`config.mk`:
```
export PLATFORM = sky130hd
export DESIGN_NAME = da_cplx_mult
export DESIGN_NICKNAME = d
export VERILOG_FILES = /design/src/rtl/da_cplx_pkg.sv /design/src/rtl/da_row_gen.sv /design/src/rtl/da_csa_chain.sv /design/src/rtl/da_bk_adder.sv /design/src/rtl/da_cplx_mult.sv
export SDC_FILE = /design/constraint.sdc
export NUM_CORES = 2
export LEC_CHECK = 0
export BUFFER_PORTS_ARGS = -buffer_cell sky130_fd_sc_hd__buf_4
export CAP_MARGIN = 20
export CORE_ASPECT_RATIO = 1.75
export CORE_UTILIZATION = 65
export CTS_BUF_LIST = sky130_fd_sc_hd__clkbuf_4 sky130_fd_sc_hd__clkbuf_8
export CTS_CLUSTER_DIAMETER = 150
export DETAILED_ROUTE_END_ITERATION = 16
export GPL_TIMING_DRIVEN = 0
export PLACE_DENSITY = 0.88
export SYNTH_ARGS = -nofsm -noshare
export SYNTH_HDL_FRONTEND = slang
export SYNTH_SLANG_ARGS = --single-unit
export TNS_END_PERCENT = 30
```
`constraint.sdc`:
```
create_clock -name clk -period 15.4 [get_ports clk]
set_clock_uncertainty 0.05 [all_clocks]
set_input_delay 3.85 -clock clk [delete_from_list [all_inputs] [get_ports clk]]
set_output_delay 3.85 -clock clk [all_outputs]
set_load 0.02 [all_outputs]
```
`src/rtl/da_cplx_pkg.sv`:
```
package da_cplx_pkg;
    typedef enum logic {
        PART_REAL = 1'b0,
        PART_IMAG = 1'b1
    } part_e;

    localparam int DEF_DATA_W = 17;
    localparam int DEF_COEF_W = 13;
endpackage

```
`src/rtl/da_row_gen.sv`:
```
module da_row_gen
    import da_cplx_pkg::*;
#(
    parameter int    DATA_W = 17,
    parameter int    WORD_W = 14,
    parameter int    SUM_W  = 32,
    parameter part_e PART   = PART_REAL
) (
    input  logic [DATA_W-1:0]             bits_a,
    input  logic [DATA_W-1:0]             bits_b,
    input  logic [WORD_W-1:0]             w_diff,
    input  logic [WORD_W-1:0]             w_sum,
    output logic [DATA_W-1:0][SUM_W-1:0]  rows,
    output logic [SUM_W-1:0]              inj_mask
);
    localparam int EXT_W = SUM_W - WORD_W;

    logic [SUM_W-1:0] ext_diff;
    logic [SUM_W-1:0] ext_sum;

    assign ext_diff = {{EXT_W{w_diff[WORD_W-1]}}, w_diff};
    assign ext_sum  = {{EXT_W{w_sum[WORD_W-1]}},  w_sum};

    for (genvar k = 0; k < DATA_W; k++) begin : g_row
        logic             pick_alt;
        logic             neg_base;
        logic             neg;
        logic [SUM_W-1:0] chosen;
        logic [SUM_W-1:0] signed_word;

        assign pick_alt = bits_a[k] ^ bits_b[k];

        if (PART == PART_REAL) begin : g_real
            assign chosen   = pick_alt ? ext_sum : ext_diff;
            assign neg_base = ~bits_a[k];
        end else begin : g_imag
            assign chosen   = pick_alt ? ext_diff : ext_sum;
            assign neg_base = ~bits_b[k];
        end

        if (k == DATA_W - 1) begin : g_sign
            assign neg = ~neg_base;
        end else begin : g_mag
            assign neg = neg_base;
        end

        assign signed_word = chosen ^ {SUM_W{neg}};
        assign rows[k]     = signed_word << k;
        assign inj_mask[k] = neg;
    end

    if (SUM_W > DATA_W) begin : g_pad
        assign inj_mask[SUM_W-1:DATA_W] = '0;
    end
endmodule

```
`src/rtl/da_csa_chain.sv`:
```
module da_csa_chain #(
    parameter int N_OPS = 19,
    parameter int W     = 32
) (
    input  logic [N_OPS-1:0][W-1:0] ops,
    output logic [W-1:0]            sum_vec,
    output logic [W-1:0]            car_vec
);
    logic [N_OPS-1:0][W-1:0] s_st;
    logic [N_OPS-1:0][W-1:0] c_st;

    assign s_st[1] = ops[0];
    assign c_st[1] = ops[1];
    assign s_st[0] = '0;
    assign c_st[0] = '0;

    for (genvar j = 2; j < N_OPS; j++) begin : g_stage
        logic [W-1:0] maj;
        assign s_st[j] = s_st[j-1] ^ c_st[j-1] ^ ops[j];
        assign maj     = (s_st[j-1] & c_st[j-1]) | (s_st[j-1] & ops[j]) |
                         (c_st[j-1] & ops[j]);
        assign c_st[j] = {maj[W-2:0], 1'b0};
    end

    assign sum_vec = s_st[N_OPS-1];
    assign car_vec = c_st[N_OPS-1];
endmodule

```
`src/rtl/da_bk_adder.sv`:
```
module da_bk_adder #(
    parameter int W = 32
) (
    input  logic [W-1:0] x,
    input  logic [W-1:0] y,
    input  logic         cin,
    output logic [W-1:0] s
);
    localparam int N = 1 << $clog2(W);

    logic [N-1:0] g0;
    logic [N-1:0] p0;
    logic [N-1:0] gg;
    logic [N-1:0] pg;

    assign g0 = {{(N-W){1'b0}}, x & y};
    assign p0 = {{(N-W){1'b0}}, x ^ y};

    always_comb begin
        gg = g0;
        pg = p0;
        for (int d = 1; d < N; d = d * 2) begin
            for (int i = 2 * d - 1; i < N; i = i + 2 * d) begin
                gg[i] = gg[i] | (pg[i] & gg[i-d]);
                pg[i] = pg[i] & pg[i-d];
            end
        end
        for (int d = N / 4; d >= 1; d = d / 2) begin
            for (int i = 3 * d - 1; i < N; i = i + 2 * d) begin
                gg[i] = gg[i] | (pg[i] & gg[i-d]);
                pg[i] = pg[i] & pg[i-d];
            end
        end
    end

    always_comb begin
        s[0] = p0[0] ^ cin;
        for (int i = 1; i < W; i++) begin
            s[i] = p0[i] ^ (gg[i-1] | (pg[i-1] & cin));
        end
    end
endmodule

```
`src/rtl/da_cplx_mult.sv`:
```
module da_cplx_mult
    import da_cplx_pkg::*;
#(
    parameter int DATA_W = DEF_DATA_W,
    parameter int COEF_W = DEF_COEF_W
) (
    input  logic                     clk,
    input  logic                     rst_n,
    input  logic                     coef_ld,
    input  logic [COEF_W-1:0]        coef_re,
    input  logic [COEF_W-1:0]        coef_im,
    input  logic                     in_valid,
    input  logic [DATA_W-1:0]        din_re,
    input  logic [DATA_W-1:0]        din_im,
    output logic                     out_valid,
    output logic [DATA_W+COEF_W:0]   prod_re,
    output logic [DATA_W+COEF_W:0]   prod_im
);
    localparam int WORD_W = COEF_W + 1;
    localparam int OUT_W  = DATA_W + COEF_W + 1;
    localparam int SUM_W  = OUT_W + 1;
    localparam int N_OPS  = DATA_W + 2;

    // coefficient register: difference and sum words only
    logic [WORD_W-1:0] w_diff_q;
    logic [WORD_W-1:0] w_sum_q;

    always_ff @(posedge clk or negedge rst_n) begin
        if (!rst_n) begin
            w_diff_q <= '0;
            w_sum_q  <= '0;
        end else if (coef_ld) begin
            w_diff_q <= {coef_re[COEF_W-1], coef_re} - {coef_im[COEF_W-1], coef_im};
            w_sum_q  <= {coef_re[COEF_W-1], coef_re} + {coef_im[COEF_W-1], coef_im};
        end
    end

    logic [SUM_W-1:0] diff_ext;
    logic [SUM_W-1:0] sum_ext;
    assign diff_ext = {{(SUM_W-WORD_W){w_diff_q[WORD_W-1]}}, w_diff_q};
    assign sum_ext  = {{(SUM_W-WORD_W){w_sum_q[WORD_W-1]}},  w_sum_q};

    logic [1:0][SUM_W-1:0] part_sum;

    for (genvar p = 0; p < 2; p++) begin : g_part
        localparam part_e PSEL = (p == 0) ? PART_REAL : PART_IMAG;

        logic [DATA_W-1:0][SUM_W-1:0] rows;
        logic [SUM_W-1:0]             inj;
        logic [SUM_W-1:0]             corr;
        logic [N_OPS-1:0][SUM_W-1:0]  ops;
        logic [SUM_W-1:0]             sv;
        logic [SUM_W-1:0]             cv;

        da_row_gen #(
            .DATA_W (DATA_W),
            .WORD_W (WORD_W),
            .SUM_W  (SUM_W),
            .PART   (PSEL)
        ) i_rows (
            .bits_a   (din_re),
            .bits_b   (din_im),
            .w_diff   (w_diff_q),
            .w_sum    (w_sum_q),
            .rows     (rows),
            .inj_mask (inj)
        );

        // correction row: negated table word, its +1 enters as adder carry-in
        if (p == 0) begin : g_corr_re
            assign corr = ~diff_ext;
        end else begin : g_corr_im
            assign corr = ~sum_ext;
        end

        for (genvar k = 0; k < DATA_W; k++) begin : g_ops
            assign ops[k] = rows[k];
        end
        assign ops[DATA_W]   = corr;
        assign ops[DATA_W+1] = inj;

        da_csa_chain #(
            .N_OPS (N_OPS),
            .W     (SUM_W)
        ) i_csa (
            .ops     (ops),
            .sum_vec (sv),
            .car_vec (cv)
        );

        da_bk_adder #(
            .W (SUM_W)
        ) i_bk (
            .x   (sv),
            .y   (cv),
            .cin (1'b1),
            .s   (part_sum[p])
        );

        // the resolved sum is twice the product: its LSB must be zero
        assert_even_sum_R2: assert property (@(posedge clk) disable iff (!rst_n)
            in_valid |-> (part_sum[p][0] == 1'b0));
    end

    always_ff @(posedge clk or negedge rst_n) begin
        if (!rst_n) begin
            out_valid <= 1'b0;
            prod_re   <= '0;
            prod_im   <= '0;
        end else begin
            out_valid <= in_valid;
            if (in_valid) begin
                prod_re <= part_sum[0][OUT_W:1];
                prod_im <= part_sum[1][OUT_W:1];
            end
        end
    end

    assert_latency_R4: assert property (@(posedge clk) disable iff (!rst_n)
        out_valid == $past(in_valid) || $past(!rst_n));

    assert_hold_R5: assert property (@(posedge clk) disable iff (!rst_n)
        !in_valid |=> ($stable(prod_re) && $stable(prod_im)));

    assert_coef_load_R1: assert property (@(posedge clk) disable iff (!rst_n)
        coef_ld |=> (w_sum_q - w_diff_q == {$past(coef_im), 1'b0}));

    assert_coef_hold_R1: assert property (@(posedge clk) disable iff (!rst_n)
        !coef_ld |=> ($stable(w_sum_q) && $stable(w_diff_q)));
endmodule

```
==> results of run 1 <==
[synthesized netlist by cell type, types with 27 or more instances]
cell / instances
a211oi_1: 79
a21o_1: 39
a21oi_1: 354
a31oi_1: 174
buf_1: 32
clkbuf_1: 372
dfrtp_1: 90
fa_1: 486
ha_1: 182
inv_1: 310
mux2_2: 41
nand2_1: 722
nor2_1: 190
o211ai_1: 179
o21ai_0: 405
o31ai_1: 34
xnor2_1: 69
xor2_1: 27
[logic make-up after synthesis]
group,share of synthesized area (%)
adder cells (fa/ha/maj),39.7
AO/OA/AOI/OAI,26.0
flip-flops,7.44
multiplexers,1.76
XOR/XNOR,2.78
buffers and inverters,9.20
AND/OR/NAND/NOR,13.2
[layer usage]
| layer | global-route usage (%) | GRT overflow |
|---|---|---|
| met1 | 83.3 | 18 |
| met2 | 103 | 774 |
| met3 | 68.9 | 32 |
| met4 | 87.9 | 379 |
| met5 | 34.7 | 4 |
[repair_timing]
action / in CTS
pin swaps: 3
resized for setup: 73
setup endpoints to repair: 23
buffers inserted: 2
[per-stage QoR]
step | std cells | util, % | hold WS, ps | area (sq um) | setup WS (ps)
2_1_floorplan | 3961 | - | 539 | 30300 | 225
3_3_place_gp | 4645 | 69.1 | 416 | 31800 | -1690
3_5_place_dp | 4656 | 69.6 | 424 | 32000 | -1830
4_1_cts | 4674 | 70.4 | 448 | 32400 | 8.94
==> run summary, run 1 <==
Outcome = aborted with a tool error
Halt point of the flow = global routing
Stop err = [ERROR GRT-0116] Global routing finished with congestion. Check the congestion regions in the DRC Viewer.
Syn Inst Count = 3,961
Synth area leaders = fa_1, nand2_1, ha_1
Vias in the first global route = 39,800
Die W = 165 um
Initial Util = 65.9%
Top cell type by total area after synthesis = fa_1
Synthesized area = 30,300 sq um
Cts bufs inserted = 9
Hold Buf Count CTS = 0
Post-synth ARST share = 100%
Main flop type after synthesis = dfrtp_1
Clock Sinks = 90
Global-route wire length before repair = 298,000 um
Synth Area per Inst = 7.64 sq um
Mapped Nets = 4,693
Die H = 288 um
Std-Cell Rows = 104
Max Root-Sink Buffers = 2
Gr usage total = 85.1%
Largest net degree at the start of global routing = 64
Yosys warns = 0
Top-Level Pins = 127
Synth top area share = 32.1%
Post-synth EDFFs = 0
Seq/Total Area, Yosys = 7.44%
Post-DP HPWL = 132,000 um
Remaining Overflow, GRT = 1,207
Post-synthesis cell type count = 68
I/O Buffers = 101
#FFs+latches synth = 90
Clock root cell = clkbuf_8
Placer congestion estimate = 1.27
CTS H-Tree Depth = 3
==> inputs of run 2 (changes only) <==
CORE_ASPECT_RATIO = unset   (was 1.75)
CORE_UTILIZATION = 40   (was 65)
CTS_BUF_LIST = unset   (was sky130_fd_sc_hd__clkbuf_4 sky130_fd_sc_hd__clkbuf_8)
CTS_CLUSTER_DIAMETER = unset   (was 150)
PLACE_DENSITY = unset   (was 0.88)
PLACE_DENSITY_LB_ADDON = 0.15   (was unset)
==> run summary, run 2 <==
Outcome = finished clean
Remaining Overflow, GRT = 0
Post-synthesis cell type count = 68
Vias in the first global route = 30,700
Worst Path Required = 15,710 ps
Routed wire length per instance = 29.5 um
Worst reg2reg path endpoint = prod_im[28]
Worst hold start = prod_re[5]
Nets = 4,846
Slew Limit Fails = 0
CTS tree = built
Setup violators final = 0
Startpoint Class = input pin
Rel. slew slack = 20.5%
Origin of the critical flop-to-flop path = w_diff_q[13]
Post-route insts no fill = 5,091
Highest clock rate = 65.4 MHz
Gr usage total = 38.4%
Cts bufs inserted = 9
Crit path launch = din_re[0]
Initial antenna violation count = 4
Hold Path Depth = 2
Vias per Instance = 6.30
Post-synth ARST share = 100%
Main flop type after synthesis = dfrtp_1
Top delay family on crit path = adder cells
Most used cell, CP = fa_1
Share of layout cells above drive strength 1 = 7.65%
Unrepaired setup endpoints after global routing = yes
Top flop regs = prod_im (31), prod_re (31), w_diff_q (14)
Post-synth EDFFs = 0
Clock root cell = clkbuf_16
Cell with the most instances after synthesis = nand2_1
CP Max Fanout = 8
Worst-path clk slew = 100 ps
Top-Level Pins = 127
Post-DP HPWL = 132,000 um
Die W = 277 um
Reg2reg setup slack = 1720 ps
Endpoint, Worst Hold = prod_re[5]
Final period util = 99.3%
I/O Buffers = 101
Clock network latency to the later pin of the worst-skew pair = 410 ps
Placer congestion estimate = 1.01
Global-route wire length before repair = 213,000 um
Clock Sinks = 90
Synth top area share = 32.1%
Worst Max-Slew Pin Slew = 1190 ps
Commonest non-fill, non-tap cell in the layout = nand2_1
DRT antenna net count = 0
#FFs+latches synth = 90
CTS H-Tree Depth = 3
Hold Buf Count CTS = 0
Drt drc = 0
DRT iter0 DRCs = 4,899
DRT Wirelength = 150,000 um
Std-Cell Rows = 100
DRT Pass-1 Iters = 9
CP max-delay cell = fa_2
Worst Path Arrival = 15,610 ps
Crit-path max cell delay = 580 ps
Commonest non-fill, non-tap cells in the layout = nand2_1, fa_1, o21ai_0, a21oi_1, clkbuf_1
# Max-Cap Violations = 0
Largest net degree at the start of global routing = 54
Syn Inst Count = 3,961
Worst setup EP type = flip-flop
Seq/Total Area, Yosys = 7.44%
Fin crit period = 15,300 ps
Synthesized area = 30,300 sq um
Number of cells after detailed placement = 5,032
Area growth syn-to-layout = 10.8%
Reg2reg path depth = 35
Final hold slack = 434 ps
Yosys warns = 0
Max Root-Sink Buffers = 2
Via count = 32,100
Core region area = 74,700 sq um
Synth cell count leaders = nand2_1, fa_1, o21ai_0, clkbuf_1, a21oi_1
Synth Area per Inst = 7.64 sq um
Die H = 277 um
Die area = 76,800 sq um
Synth area leaders = fa_1, nand2_1, ha_1
Mapped Nets = 4,693
Initial Util = 40.5%
Final Hold Fails = 0
Type of the tightest min-delay check = reg -> reg
Top cell type by total area after synthesis = fa_1
WS Path Type = in -> reg
CP Buf/Inv Count = 8
[run 2: cell counts after synthesis]
No cell type changed its count.
[run 2: timing repair]
action / CTS / global route
pin swaps: 20 / 27
buffers inserted: 17 / 21
hold endpoints to repair: 0 / 0
resized for setup: 114 / 86
setup endpoints to repair: 27 / 20
[run 2: cell type report]
class                   instances  area [sq um]
clock inverters                 7          96.3
diodes                          3          7.51
inverters                     333          1310
fillers                      7682         41100
flip-flops and latches         90          2250
multi-input cells            3132         25500
plain buffers                 406          1800
clock buffers                   9           225
well taps                     969          1210
repair buffers                142          1120
[run 2: routing by layer]
metal  global-route usage [%]  share of wire, %  vias to the layer above
met5                        0             0.018                        -
met4                     13.6               3.9                        4
li1                         -                 -                    13800
met1                     55.3                43                    15700
met2                     54.4                41                     2324
met3                     10.9                13                      283
[run 2: stage by stage]
| step | instance area (sq um) | util, % | setup slack (ps) | setup TNS [ps] |
|---|---|---|---|---|
| floorplan | 30300 | - | 225 | 0 |
| global placement | 32200 | 43.2 | -2430 | -30000 |
| detailed placement | 32300 | 43.2 | -2440 | -30110 |
| CTS | 33200 | 44.4 | 0.979 | 0 |
| global route | 33600 | 44.9 | -123 | -247 |
| finish | 33600 | 44.9 | 105 | 0 |
[run 2: how the worst max path moves through the flow]
| stage | end | slack [ps] | cells after the start |
|---|---|---|---|
| floorplan | prod_im[29] | 220 | 34 |
| global placement | prod_im[28] | -2430 | 35 |
| detailed placement | prod_im[28] | -2440 | 35 |
| CTS | prod_im[28] | 1 | 37 |
| global route | prod_im[28] | -120 | 37 |
| finish | prod_im[28] | 100 | 37 |
[run 2: kinds of logic after synthesis]
group | after synthesis | share of synthesized area, %
XOR/XNOR | 96 | 2.78
buffers and inverters | 739 | 9.20
multiplexers | 48 | 1.76
flip-flops | 90 | 7.44
AO/OA/AOI/OAI | 1318 | 26.0
AND/OR/NAND/NOR | 1002 | 13.2
adder cells (fa/ha/maj) | 668 | 39.7
[run 2: tightest hold or removal path: stages, from the launching register on]
cell	delay, ps
dfrtp_1	350
nand2_1	60
o41ai_1	50
Power of run 2 is left out: the tool's default activity adds up to more than one toggle a clock period on the data nets, which glitch-free logic cannot reach.
